$ cat src/rtl/jobdog_pkg.sv
package jobdog_pkg;
    typedef enum logic [1:0] {
        ST_IDLE   = 2'd0,
        ST_RUN    = 2'd1,
        ST_FROZEN = 2'd2
    } wd_state_e;
endpackage

$ cat src/rtl/jobdog_timer.sv
module jobdog_timer
    import jobdog_pkg::*;
#(
    parameter int PRESCALE = 16,
    parameter int LIMIT_W  = 16
) (
    input  logic               clk,
    input  logic               rst_n,
    input  logic               ms_tick,
    input  logic               run_en,
    input  logic               freeze_en,
    input  logic [LIMIT_W-1:0] limit,
    input  logic               job_start,
    input  logic               job_done,
    input  logic               req_clear,
    output logic               expire_o
);
    localparam int PRE_W = (PRESCALE > 1) ? $clog2(PRESCALE) : 1;
    localparam logic [PRE_W-1:0] PRE_LAST = PRE_W'(PRESCALE - 1);

    wd_state_e          state_q, state_d;
    logic [PRE_W-1:0]   pre_q;
    logic [LIMIT_W-1:0] units_q;
    logic               unit_done, hit;

    assign unit_done = ms_tick && (pre_q == PRE_LAST);
    assign hit       = (state_q == ST_RUN) && unit_done && (limit != '0)
                       && (units_q == limit - 1'b1);

    // state register
    always_ff @(posedge clk or negedge rst_n) begin
        if (!rst_n) state_q <= ST_IDLE;
        else        state_q <= state_d;
    end

    // next state
    always_comb begin
        state_d = state_q;
        unique case (state_q)
            ST_IDLE: begin
                if (run_en && job_start) state_d = ST_RUN;
            end
            ST_RUN: begin
                if (!run_en)              state_d = ST_IDLE;
                else if (job_start)       state_d = ST_RUN;
                else if (job_done)        state_d = ST_IDLE;
                else if (hit && freeze_en) state_d = ST_FROZEN;
            end
            ST_FROZEN: begin
                if (!run_en)                     state_d = ST_IDLE;
                else if (job_start)              state_d = ST_RUN;
                else if (job_done || req_clear)  state_d = ST_IDLE;
            end
            default: state_d = ST_IDLE;
        endcase
    end

    // outputs
    always_comb begin
        expire_o = hit && run_en && !job_start && !job_done;
    end

    // prescaler and unit timer
    always_ff @(posedge clk or negedge rst_n) begin
        if (!rst_n) begin
            pre_q   <= '0;
            units_q <= '0;
        end else if (state_q == ST_IDLE || job_start) begin
            pre_q   <= '0;
            units_q <= '0;
        end else if (state_q == ST_RUN) begin
            if (!run_en || job_done) begin
                pre_q   <= '0;
                units_q <= '0;
            end else if (ms_tick) begin
                if (unit_done) begin
                    pre_q   <= '0;
                    units_q <= (hit && !freeze_en) ? '0 : units_q + 1'b1;
                end else begin
                    pre_q <= pre_q + 1'b1;
                end
            end
        end
    end

    // a disabled port is idle on the next edge
    assert_disable_idles_R1: assert property (@(posedge clk) disable iff (!rst_n)
        !run_en |=> state_q == ST_IDLE);

    // a frozen timer holds while nothing releases it
    assert_frozen_holds_R9: assert property (@(posedge clk) disable iff (!rst_n)
        (state_q == ST_FROZEN && run_en && !job_start && !job_done && !req_clear)
        |=> state_q == ST_FROZEN);

    // after an expiry the port is still timing or frozen
    assert_expiry_keeps_job_R8: assert property (@(posedge clk) disable iff (!rst_n)
        expire_o |=> state_q != ST_IDLE);
endmodule

$ cat src/rtl/jobdog_irq.sv
module jobdog_irq #(
    parameter int NUM_PORTS = 2
) (
    input  logic                 clk,
    input  logic                 rst_n,
    input  logic [NUM_PORTS-1:0] expire,
    input  logic [NUM_PORTS-1:0] req_clear,
    input  logic [NUM_PORTS-1:0] irq_enable,
    output logic [NUM_PORTS-1:0] req_o,
    output logic                 irq_o
);
    always_ff @(posedge clk or negedge rst_n) begin
        if (!rst_n) req_o <= '0;
        else        req_o <= expire | (req_o & ~req_clear);
    end

    assign irq_o = |(req_o & irq_enable);

    for (genvar p = 0; p < NUM_PORTS; p++) begin : g_chk
        // expiry always leaves the bit set, even against a clear
        assert_expiry_sets_R10: assert property (@(posedge clk) disable iff (!rst_n)
            expire[p] |=> req_o[p]);
        // without expiry a clear bit stays clear
        assert_only_expiry_sets_R3: assert property (@(posedge clk) disable iff (!rst_n)
            (!req_o[p] && !expire[p]) |=> !req_o[p]);
    end
endmodule

$ cat src/rtl/jobdog_done_cnt.sv
module jobdog_done_cnt #(
    parameter int NUM_PORTS = 2,
    parameter int CNT_W     = 32
) (
    input  logic                 clk,
    input  logic                 rst_n,
    input  logic [NUM_PORTS-1:0] job_done,
    output logic [CNT_W-1:0]     count_o
);
    localparam int ADD_W = $clog2(NUM_PORTS + 1);

    logic [ADD_W-1:0] add;

    always_comb begin
        add = '0;
        for (int i = 0; i < NUM_PORTS; i++) add = add + ADD_W'(job_done[i]);
    end

    always_ff @(posedge clk or negedge rst_n) begin
        if (!rst_n) count_o <= '0;
        else        count_o <= count_o + CNT_W'(add);
    end

    // any done pulse moves the count, none leaves it alone
    assert_count_moves_R7: assert property (@(posedge clk) disable iff (!rst_n)
        (job_done != '0) |=> count_o != $past(count_o));
    assert_count_still_R7: assert property (@(posedge clk) disable iff (!rst_n)
        (job_done == '0) |=> $stable(count_o));
endmodule

$ cat src/rtl/jobdog_top.sv
module jobdog_top #(
    parameter int NUM_PORTS = 2,
    parameter int PRESCALE  = 16,
    parameter int LIMIT_W   = 16,
    parameter int CNT_W     = 32
) (
    input  logic                         clk,
    input  logic                         rst_n,
    input  logic                         ms_tick,
    input  logic [2*NUM_PORTS-1:0]       wd_mode,
    input  logic [LIMIT_W*NUM_PORTS-1:0] wd_limit,
    input  logic [NUM_PORTS-1:0]         job_start,
    input  logic [NUM_PORTS-1:0]         job_done,
    input  logic [NUM_PORTS-1:0]         irq_enable,
    input  logic [NUM_PORTS-1:0]         req_clear,
    output logic [NUM_PORTS-1:0]         req_pending,
    output logic                         irq,
    output logic [CNT_W-1:0]             done_count
);
    logic [NUM_PORTS-1:0] expire;

    for (genvar p = 0; p < NUM_PORTS; p++) begin : g_port
        jobdog_timer #(
            .PRESCALE (PRESCALE),
            .LIMIT_W  (LIMIT_W)
        ) u_timer (
            .clk       (clk),
            .rst_n     (rst_n),
            .ms_tick   (ms_tick),
            .run_en    (wd_mode[2*p]),
            .freeze_en (wd_mode[2*p+1]),
            .limit     (wd_limit[p*LIMIT_W +: LIMIT_W]),
            .job_start (job_start[p]),
            .job_done  (job_done[p]),
            .req_clear (req_clear[p]),
            .expire_o  (expire[p])
        );
    end

    jobdog_irq #(.NUM_PORTS(NUM_PORTS)) u_irq (
        .clk        (clk),
        .rst_n      (rst_n),
        .expire     (expire),
        .req_clear  (req_clear),
        .irq_enable (irq_enable),
        .req_o      (req_pending),
        .irq_o      (irq)
    );

    jobdog_done_cnt #(.NUM_PORTS(NUM_PORTS), .CNT_W(CNT_W)) u_cnt (
        .clk      (clk),
        .rst_n    (rst_n),
        .job_done (job_done),
        .count_o  (done_count)
    );

    // the interrupt line needs a pending request behind it
    assert_irq_has_source_R4: assert property (@(posedge clk) disable iff (!rst_n)
        irq |-> (req_pending != '0));
endmodule

$ cat config.mk
export PLATFORM = sky130hd
export DESIGN_NAME = jobdog_top
export DESIGN_NICKNAME = d
export VERILOG_FILES = /design/src/rtl/jobdog_pkg.sv /design/src/rtl/jobdog_timer.sv /design/src/rtl/jobdog_irq.sv /design/src/rtl/jobdog_done_cnt.sv /design/src/rtl/jobdog_top.sv
export SDC_FILE = /design/constraint.sdc
export NUM_CORES = 1
export LEC_CHECK = 0
export BUFFER_PORTS_ARGS = -buffer_cell sky130_fd_sc_hd__buf_2
export CAP_MARGIN = 20
export CORE_MARGIN = 2
export CORE_UTILIZATION = 50
export DETAILED_ROUTE_END_ITERATION = 6
export PLACE_DENSITY = 0.7
export SLEW_MARGIN = 20
export SYNTH_ARGS = -nofsm -noshare
export SYNTH_HDL_FRONTEND = slang
export SYNTH_SLANG_ARGS = --single-unit
$ cat constraint.sdc
create_clock -name clk -period 3.5 [get_ports clk]
set_clock_uncertainty 0.2 [all_clocks]
set_input_delay 0.35 -clock clk [delete_from_list [all_inputs] [get_ports clk]]
set_output_delay 0.35 -clock clk [all_outputs]
set_load 0.005 [all_outputs]
==> results.sh, run 1 <==
export IMPL_run_status="finished, final reports clean"
export IMPL_grt_max_degree=79
export IMPL_hold_viol_final=0
export IMPL_critPathBufInv=2
export IMPL_cp_arrival_ns=3.23
export IMPL_via_per_inst=5.592
export IMPL_setup_viol=0
export IMPL_regToRegStartpoint="g_port[1].u_timer.pre_q[0]"
export IMPL_comb_power_share_pct=15.9
export IMPL_end_kind="flip-flop"
export IMPL_start_kind="flip-flop"
export IMPL_pwr_share_seq_pct=51.2
export IMPL_fillers=882
export IMPL_antenna_found_initial=0
export IMPL_cp_common_cell="buf_4"
export IMPL_fmax_mhz=314.4
export IMPL_required_ns=3.55
export IMPL_die_area_um2=10790
export IMPL_clk_path_buf_depth=2
export IMPL_finalCritPeriodShare_pct=90.87
export IMPL_cts_root_buf="clkbuf_8"
export IMPL_ios=82
export IMPL_grtUsageTotal_pct=21.90
export IMPL_ys_dominant_reg_cell="dfrtp_1"
export IMPL_p_switching_w=0.0006005
export IMPL_cp_slowest_cell="nor4_1"
export IMPL_synth_edf_count=0
export IMPL_initial_utilization_pct=51.25
export IMPL_ys_seq_elements=78
export IMPL_clkSinkCount=78
export IMPL_drive_gt1_share_pct=19.30
export IMPL_worstMarginPinSlew_ns=0.9208
export IMPL_regToRegSetupSlack_ns=0.32
export IMPL_ant_nets=0
export IMPL_syn_cell_area_um2=4986
export IMPL_die_w_um=103.9
export IMPL_slew_headroom_pct=38.61
export IMPL_critPathMaxFanout=4
export IMPL_synth_top_cell_area_share_pct=39.15
export IMPL_min_path_type="in2reg"
export IMPL_finalWeightedCongestion=0.8404
export IMPL_p_int_w=0.001366
export IMPL_async_reset_ff_share_pct=100.0
export IMPL_drv_cap=0
export IMPL_overflow=0
export IMPL_clock_latency_ns=0.35
export IMPL_min_from="req_clear[1]"
export IMPL_area_growth_pct=17.77
export IMPL_htree_levels=3
export IMPL_yosysTopAreaCell="dfrtp_1"
export IMPL_drt_iter0_drc=236
export IMPL_p_leak_nw=2.735
export IMPL_core_um2=9729
export IMPL_pwr_density_cell_nw_per_um2=334.9
export IMPL_grt_pass1_wl_um=19660
export IMPL_ir_worst_vdd_uv=213.0
export IMPL_syn_num_nets=609
export IMPL_cts_tree="yes"
export IMPL_die_h_um=103.9
export IMPL_dp_hpwl_um=8726
export IMPL_worstPathCellList="ha_1, nand4_1, nor4b_1, nand3_1, a2111oi_0, buf_4, o2111ai_1, buf_4, nor4_1, nor3b_1, o211a_1"
export IMPL_numCtsBuffers=9
export IMPL_min_to="u_irq.req_o[1]"
export IMPL_std_cell_rows=36
export IMPL_routedWlPerCell_um=14.53
export IMPL_yosysSeqAreaShare_pct=39.15
export IMPL_cp_top_family="simple AND/OR/NAND/NOR gates"
export IMPL_syn_area_per_cell_um2=9.033
export IMPL_hold_depth=2
export IMPL_port_buffer_count=81
export IMPL_wl_um=11490
export IMPL_utilization_pct=60.35
export IMPL_vias=4423
export IMPL_final_nets=710
export IMPL_switching_share_pct=30.54
export IMPL_report_final_slew_viol_count=0
export IMPL_timing_setup_tns_ns=0
export IMPL_period_minus_slack_ns=3.180
export IMPL_rr_worst_depth=11
export IMPL_yosys_top_cells_area="dfrtp_1 (39%), xnor2_1 (8.1%), xor2_1 (4.0%)"
export IMPL_clkTransAtPathRegs_ns=0.09
export IMPL_timing_rr_end="g_port[1].u_timer.state_q[0]"
export IMPL_dr_pass1_iters=5
export IMPL_slowest_delay_ns=0.48
export IMPL_cts_resized=0
export IMPL_drc=0
export IMPL_rsz0062_at_grt="false"
export IMPL_yosys_warnings=0
export IMPL_diodes=0
export IMPL_criticalPathCategory="reg2reg"
export IMPL_postSynthCellCount=552
export IMPL_grt_pass1_vias=4243
export IMPL_ys_types=64
export IMPL_p_clk_share_pct=32.9
[cell usage after synthesis (13+ instances only)]
cell	n
a22o_1	18
and3_1	20
dfrtp_1	78
inv_1	27
nand2_1	45
nand3_1	37
nand4_1	13
nor2_1	37
nor2b_1	14
nor3_1	20
o21ai_0	27
xnor2_1	46
xor2_1	23
[power by group through the flow]
stage | logic (W) | registers, W | clock network (W)
after floorplan | 0.000149 | 0.00102 | 0
after global placement | 0.000302 | 0.00102 | 0
after detailed placement | 0.000312 | 0.00103 | 0
after CTS | 0.000314 | 0.00101 | 0.000667
after global routing | 0.000352 | 0.00102 | 0.000712
final | 0.000312 | 0.00101 | 0.000647
[layer usage]
metal | track usage (%) | up-vias | wire (µm)
met2 | 36.65 | 104 | 5492
li1 | - | 2203 | -
met1 | 29.48 | 2100 | 5434
met4 | 5.405 | 0 | 132
met5 | 0 | - | 0
met3 | 4.135 | 16 | 431
[cells in the final DEF (no fill, tap or decap), drive strengths merged, types with 7 or more instances in the layout]
master,Yosys,layout
nor2,38,38
clkbuf,6,9
nand3b,7,7
nand4,13,13
dfrtp,78,78
nor3,20,20
a22o,18,18
o21ai,34,34
nor3b,7,7
ha,9,9
xnor2,46,46
o31ai,7,7
inv,27,32
nand3,37,37
a31oi,8,8
a21oi,11,11
and3,20,20
nand2,45,45
nor4,9,9
nor2b,14,14
xor2,23,23
buf,4,98
[worst max path at each step]
stage	start	end	slack [ns]	cells past startpoint
after floorplan	wd_limit[0]	g_port[0].u_timer.units_q[12]	0.34	11
after global placement	wd_limit[19]	g_port[1].u_timer.state_q[0]	0.29	9
after detailed placement	wd_limit[19]	g_port[1].u_timer.units_q[13]	0.22	10
after CTS	g_port[1].u_timer.pre_q[0]	g_port[1].u_timer.state_q[0]	0.34	11
after global routing	g_port[1].u_timer.pre_q[0]	g_port[1].u_timer.state_q[0]	0.09	11
final	g_port[1].u_timer.pre_q[0]	g_port[1].u_timer.state_q[0]	0.32	11
[registers in the layout, summed over array words and instances, names as in the netlist]
signal	flops
g_port.u_timer.units_q	32
g_port.u_timer.state_q	4
u_irq.req_o	2
u_cnt.count_o	32
g_port.u_timer.pre_q	8
[worst reg2reg max path, stage by stage, from the launching register on]
cell	delay [ns]
dfrtp_1	0.40
ha_1	0.21
nand4_1	0.13
nor4b_1	0.38
nand3_1	0.12
a2111oi_0	0.42
buf_4	0.19
o2111ai_1	0.09
buf_4	0.17
nor4_1	0.49
nor3b_1	0.10
o211a_1	0.22
[what timing repair did]
item                                    CTS  global route
endpoints found under the hold margin    22             0
hold buffers                              2             0
setup buffers                             0             0
endpoints found under the setup margin    0             0
[area by class of cell]
cell class / instances / area [µm²] / share of cell area (%)
multi-input combinational: 437 / 2879 / 49.03
sequential: 78 / 1952 / 33.24
timing repair buffer: 100 / 588.1 / 10.01
tap: 133 / 166.4 / 2.834
clock buffer: 9 / 123.9 / 2.110
inverter: 27 / 101.3 / 1.726
clock inverter: 7 / 61.31 / 1.044
[per-stage QoR]
step | instances | hold slack, ns | power (W) | setup slack, ns | area (µm²)
after global routing | 791 | 0.009074 | 0.002080 | 0.08819 | 5872
after global placement | 772 | 0.2578 | 0.001324 | 0.2857 | 5639
after detailed placement | 772 | 0.2619 | 0.001337 | 0.2173 | 5639
final | 791 | 0.01834 | 0.001966 | 0.3196 | 5872
after floorplan | 552 | -0.1456 | 0.001166 | 0.3447 | 4986
after CTS | 790 | 0.00007655 | 0.001988 | 0.3373 | 5844
[logic make-up after synthesis]
group / after synthesis / share of synthesized area (%)
flops: 78 / 39.15
buf+inv: 37 / 3.111
xor+xnor: 69 / 12.12
mux: 7 / 1.430
fa+ha+maj: 10 / 2.660
simple gates: 240 / 25.95
compound gates: 111 / 15.58
(Power assumes the default switching activity.)
==> run 2: changes to the inputs <==
Settings changed: PLACE_DENSITY 0.7 to 0.73.
Clock period 3.5 ns to 2.6 ns, I/O delays scaled along.
==> run 2 against run 1 <==
  * The run now ends with negative setup slack left
  * Final cell count grew 9.9%
  * Critical path depth shrank 1
  * Total power grew 39%
  * Cell area grew 13%
  * Via count grew 6.9%
  * Largest cell class unchanged
  * Largest power group unchanged
==> results.sh, run 2 (synthesis gave the netlist of run 1 again) <==
export IMPL_run_status="complete, but fails checks"
export IMPL_violations="negative setup slack"
export IMPL_hold_viol_final=0
export IMPL_die_h_um=103.9
export IMPL_overflow=0
export IMPL_htree_levels=3
export IMPL_seq_area_um2=1952
export IMPL_drc=0
export IMPL_worstPathCellList="buf_2, or4_4, nor4_4, mux2i_1, or3b_1, a211o_1, o21ai_4, buf_12, o21ai_0, a22o_1"
export IMPL_dr_pass1_iters=4
export IMPL_antenna_found_initial=0
export IMPL_rsz0062_at_grt="true"
export IMPL_period_minus_slack_ns=2.697
export IMPL_grt_pass1_vias=4588
export IMPL_die_w_um=103.9
export IMPL_timing_setup_tns_ns=-1.052
export IMPL_grt_pass1_wl_um=21040
export IMPL_clock_latency_ns=0.36
export IMPL_cp_slowest_cell="or4_4"
export IMPL_final_common_cell="buf_4"
export IMPL_rr_worst_depth=11
export IMPL_report_final_slew_viol_count=0
export IMPL_numCtsBuffers=9
export IMPL_grt_max_degree=79
export IMPL_min_path_type="in2reg"
export IMPL_power_w=0.002739
export IMPL_cts_root_buf="clkbuf_8"
export IMPL_startpoint="wd_limit[20]"
export IMPL_place_inst=839
export IMPL_initial_utilization_pct=51.25
export IMPL_clkTransAtPathRegs_ns=0.09
export IMPL_cp_depth=10
export IMPL_critPathMaxFanout=17
export IMPL_ir_worst_vdd_uv=295.4
export IMPL_top_regs="g_port.u_timer.units_q x32, u_cnt.count_o x32, g_port.u_timer.pre_q x8"
export IMPL_fmax_mhz=370.8
export IMPL_clk_path_buf_depth=2
export IMPL_pwr_density_cell_nw_per_um2=411.9
export IMPL_timing_rr_end="g_port[1].u_timer.units_q[14]"
export IMPL_multi_input_area_um2=3018
export IMPL_fillers=800
export IMPL_wl_um=12400
export IMPL_p_leak_nw=3.149
export IMPL_setup_ws_ns=-0.09719
export IMPL_worstMarginPinSlew_ns=0.8821
export IMPL_hold_ws_ns=0.03747
export IMPL_required_ns=2.65
export IMPL_setup_viol=15
export IMPL_drt_iter0_drc=180
export IMPL_std_cell_rows=36
export IMPL_via_per_inst=5.443
export IMPL_critPathBufInv=2
export IMPL_drv_cap=0
export IMPL_final_cells=869
export IMPL_regToRegStartpoint="g_port[1].u_timer.pre_q[0]"
export IMPL_cp_top_family="simple AND/OR/NAND/NOR gates"
export IMPL_slowest_delay_ns=0.55
export IMPL_final_nets=788
export IMPL_ant_nets=0
export IMPL_slew_headroom_pct=41.19
export IMPL_die_area_um2=10790
export IMPL_ios=82
export IMPL_finalWeightedCongestion=0.9325
export IMPL_utilization_pct=68.36
export IMPL_diodes=0
export IMPL_clkSinkCount=78
export IMPL_criticalPathCategory="in2reg"
export IMPL_routedWlPerCell_um=14.27
export IMPL_regToRegSetupSlack_ns=-0.05
export IMPL_finalCritPeriodShare_pct=103.7
export IMPL_cts_tree="yes"
export IMPL_start_kind="input port"
export IMPL_vias=4730
export IMPL_final_cell_mix="buf_4 (87), buf_2 (80), dfrtp_1 (78), xnor2_1 (46), nand2_1 (45)"
export IMPL_cp_arrival_ns=2.75
export IMPL_core_um2=9729
export IMPL_area_growth_pct=33.40
export IMPL_end_kind="flip-flop"
export IMPL_critPathCapture="g_port[1].u_timer.units_q[14]"
export IMPL_port_buffer_count=81
export IMPL_grtUsageTotal_pct=23.56
export IMPL_dp_hpwl_um=9537
export IMPL_drive_gt1_share_pct=30.03
## run 2: cell types whose count changed in the layout (fill, tap and decap cells not counted), sizes merged
cell | before | now
dlygate4sd3 | 2 | 7
buf | 98 | 171
## run 2: how the worst min path moves through the flow
stage | start | endpoint | slack [ns] | depth (start not counted)
final | wd_mode[1] | g_port[0].u_timer.state_q[1] | 0.04 | 3
after global routing | wd_mode[1] | g_port[0].u_timer.state_q[1] | 0.08 | 3
after CTS | wd_mode[1] | g_port[0].u_timer.state_q[1] | 0.01 | 3
after detailed placement | u_cnt.count_o[31] | u_cnt.count_o[31] | 0.27 | 1
after global placement | req_clear[0] | u_irq.req_o[0] | 0.26 | 2
after floorplan | rst_n | g_port[0].u_timer.pre_q[0] | -0.24 | 0
## run 2: final cells by class
type,instances,share of cell area (%)
clock inverter,7,0.9217
inverter,27,1.787
multi-input combinational,437,45.37
timing repair buffer,178,18.21
sequential,78,29.35
clock buffer,9,1.862
tap,133,2.502
## run 2: timing repair
item / CTS / global route
pin swaps: 7 / 7
buffers inserted: 3 / 3
endpoints found under the setup margin: 19 / 42
hold buffers: 7 / 0
gates resized for setup: 7 / 16
hold endpoints to repair: 84 / 0
## run 2: tightest hold or removal path: cells and delay by family
kind	cells	cell delay (ns)
compound gates	1	0.09
simple gates	1	0.09
buf+inv	1	0.11
## run 2: per-stage QoR
stage | cell area [µm²] | setup WS (ns)
global placement | 6227 | -0.5786
CTS | 6556 | -0.1325
global route | 6651 | -0.3057
detailed placement | 6227 | -0.6920
floorplan | 5062 | -0.2681
finish | 6651 | -0.09719
## run 2: per-layer routing
| layer | up-vias | wire, µm | global-route usage (%) |
|---|---|---|---|
| li1 | 2359 | - | - |
| met1 | 2255 | 5545 | 30.66 |
| met2 | 100 | 6172 | 40.18 |
| met3 | 16 | 495 | 4.261 |
| met4 | 0 | 190 | 7.046 |
| met5 | - | 0 | 0 |
## run 2: where the power goes
group	internal, W	total, W	switching, W	leakage [nW]
clock network	0.000367	0.000872	0.000505	0.0892
logic	0.000262	0.000513	0.000251	2.00
registers	0.00128	0.00135	0.0000765	1.06
total	0.00191	0.00274	0.000833	3.15
==> run 3: changes to the inputs <==
Settings changed: SETUP_SLACK_MARGIN set to 0.3.
==> run 3 against run 2 <==
  * The flow still finishes with violations (negative setup slack)
  * Critical path type is now reg2reg
  * Cell area grew 12%
  * Sequential cell count is the same
  * Largest cell class unchanged
  * Clock power grew 34%
  * Register-to-register slack lost 0.20 ns
==> results.sh, run 3 (synthesis gave the netlist of run 1 again) <==
export IMPL_grt_max_degree=46
export IMPL_core_um2=9729
export IMPL_via_per_inst=5.705
export IMPL_ir_worst_vdd_uv=330.1
export IMPL_ios=82
export IMPL_cts_root_buf="clkbuf_8"
export IMPL_die_w_um=103.9
export IMPL_top_regs="g_port.u_timer.units_q x32, u_cnt.count_o x32, g_port.u_timer.pre_q x8"
export IMPL_drv_cap=0
export IMPL_drt_iter0_drc=335
export IMPL_final_cells=899
export IMPL_std_cell_rows=36
export IMPL_worstMarginPinSlew_ns=0.7434
export IMPL_htree_levels=3
export IMPL_period_minus_slack_ns=2.850
export IMPL_rsz0062_at_grt="true"
export IMPL_antenna_found_initial=0
export IMPL_die_h_um=103.9
export IMPL_grt_pass1_vias=5001
export IMPL_min_path_type="in2reg"
export IMPL_clkTransAtPathRegs_ns=0.09
export IMPL_p_leak_nw=3.539
export IMPL_initial_utilization_pct=51.25
export IMPL_violations="negative setup slack"
export IMPL_criticalPathCategory="reg2reg"
export IMPL_drive_gt1_share_pct=37.86
export IMPL_final_nets=818
export IMPL_drc=0
export IMPL_overflow=0
export IMPL_fillers=655
export IMPL_finalWeightedCongestion=0.8752
export IMPL_run_status="complete, but fails checks"
export IMPL_end_kind="flip-flop"
export IMPL_vias=5129
export IMPL_dr_pass1_iters=5
export IMPL_clk_path_buf_depth=2
export IMPL_pwr_density_cell_nw_per_um2=423.4
export IMPL_fmax_mhz=350.9
export IMPL_port_buffer_count=81
export IMPL_final_cell_mix="buf_4 (93), buf_2 (78), dfrtp_1 (77), xnor2_1 (44), nand2_1 (39)"
export IMPL_final_common_cell="buf_4"
export IMPL_wl_um=15080
export IMPL_die_area_um2=10790
export IMPL_numCtsBuffers=9
export IMPL_routedWlPerCell_um=16.77
export IMPL_place_inst=839
export IMPL_ant_nets=0
export IMPL_grtUsageTotal_pct=26.66
export IMPL_setup_viol=18
export IMPL_diodes=0
export IMPL_clkSinkCount=78
export IMPL_critPathMaxFanout=9
export IMPL_slew_headroom_pct=49.98
export IMPL_required_ns=2.66
export IMPL_hold_viol_final=0
export IMPL_dp_hpwl_um=9349
export IMPL_start_kind="flip-flop"
export IMPL_clock_latency_ns=0.38
export IMPL_finalCritPeriodShare_pct=109.6
export IMPL_area_growth_pct=48.93
export IMPL_setup_ws_ns=-0.2501
export IMPL_cts_tree="yes"
export IMPL_cp_arrival_ns=2.91
export IMPL_pre_cts_ws_ns=-0.5370
export IMPL_report_final_slew_viol_count=0
export IMPL_grt_pass1_wl_um=23600
run 3: changes by cell type in the layout (fill, tap and decap cells not counted), moves of 4 or more:
cell	before	now
nand2_1	45	39
buf_6	0	18
nand2_4	0	5
buf_4	87	93
o21ai_0	22	17
o21ai_1	11	7
nand3_1	35	29
o21ai_2	0	7
run 3: what timing repair did:
action | in CTS | in global routing
cloned | 4 | 1
hold endpoints to repair | 38 | 0
buffers inserted | 21 | 10
hold buffers | 8 | 0
pin swaps | 27 | 21
endpoints found under the setup margin | 40 | 46
gates resized for setup | 51 | 49
run 3: worst max-delay path, stage by stage, from the launching register on:
cell and delay (ns):
dfrtp_1 0.37, ha_2 0.18, nand4_1 0.15, nor4b_2 0.28, buf_4 0.17, nand3_4 0.07, a2111oi_4 0.19, buf_4 0.18
o2111ai_4 0.09, buf_6 0.16, o21ai_4 0.19, buf_12 0.16, o21ai_0 0.11, a22o_1 0.24
run 3: report_power, final:
part	internal, W	switching, W
clock	0.000653	0.000520
sequential	0.00128	0.0000875
combinational	0.000309	0.000297
total	0.00224	0.000905
run 3: final timing paths:
kind	endpoint	cells past startpoint	from	slack [ns]
worst max-delay path	g_port[1].u_timer.units_q[12]	13	g_port[1].u_timer.pre_q[0]	-0.25
worst min register to register	u_cnt.count_o[31]	1	u_cnt.count_o[31]	0.26
max in group asynchronous	g_port[0].u_timer.units_q[2]	3	rst_n	1.42
worst max register to register	g_port[1].u_timer.units_q[12]	13	g_port[1].u_timer.pre_q[0]	-0.25
min in group asynchronous	u_cnt.count_o[26]	2	rst_n	0.17
worst min-delay path	u_irq.req_o[0]	4	job_done[0]	0.01
run 3: layer usage:
| layer | routed length (µm) | GRT usage, % | vias up |
|---|---|---|---|
| li1 | - | - | 2423 |
| met1 | 6364 | 33.98 | 2496 |
| met2 | 7640 | 45.91 | 175 |
| met3 | 677 | 4.386 | 35 |
| met4 | 395 | 9.459 | 0 |
| met5 | 0 | 0 | - |
run 3: cell type report:
cell class | instances | area [µm²] | share of cell area, %
Multi-Input combinational cell | 437 | 3309 | 44.57
Sequential cell | 78 | 1953 | 26.30
Timing Repair Buffer | 208 | 1627 | 21.90
Tap cell | 133 | 166.4 | 2.241
Clock inverter | 7 | 127.6 | 1.719
Clock buffer | 9 | 123.9 | 1.668
Inverter | 27 | 118.9 | 1.601
run 3: stage by stage:
step	total power [W]	utilization [%]	instance area (µm²)	TNS (ns)	hold WS (ns)
2_1_floorplan	0.001585	-	5110	-3.908	-0.2356
3_3_place_gp	0.001842	64.53	6279	-10.19	0.03177
3_5_place_dp	0.001863	64.53	6279	-12.17	0.04014
4_1_cts	0.003062	72.80	7083	-3.736	0.03398
5_1_grt	0.003268	76.32	7426	-8.806	0.03218
6_report	0.003144	76.32	7426	-3.791	0.01286
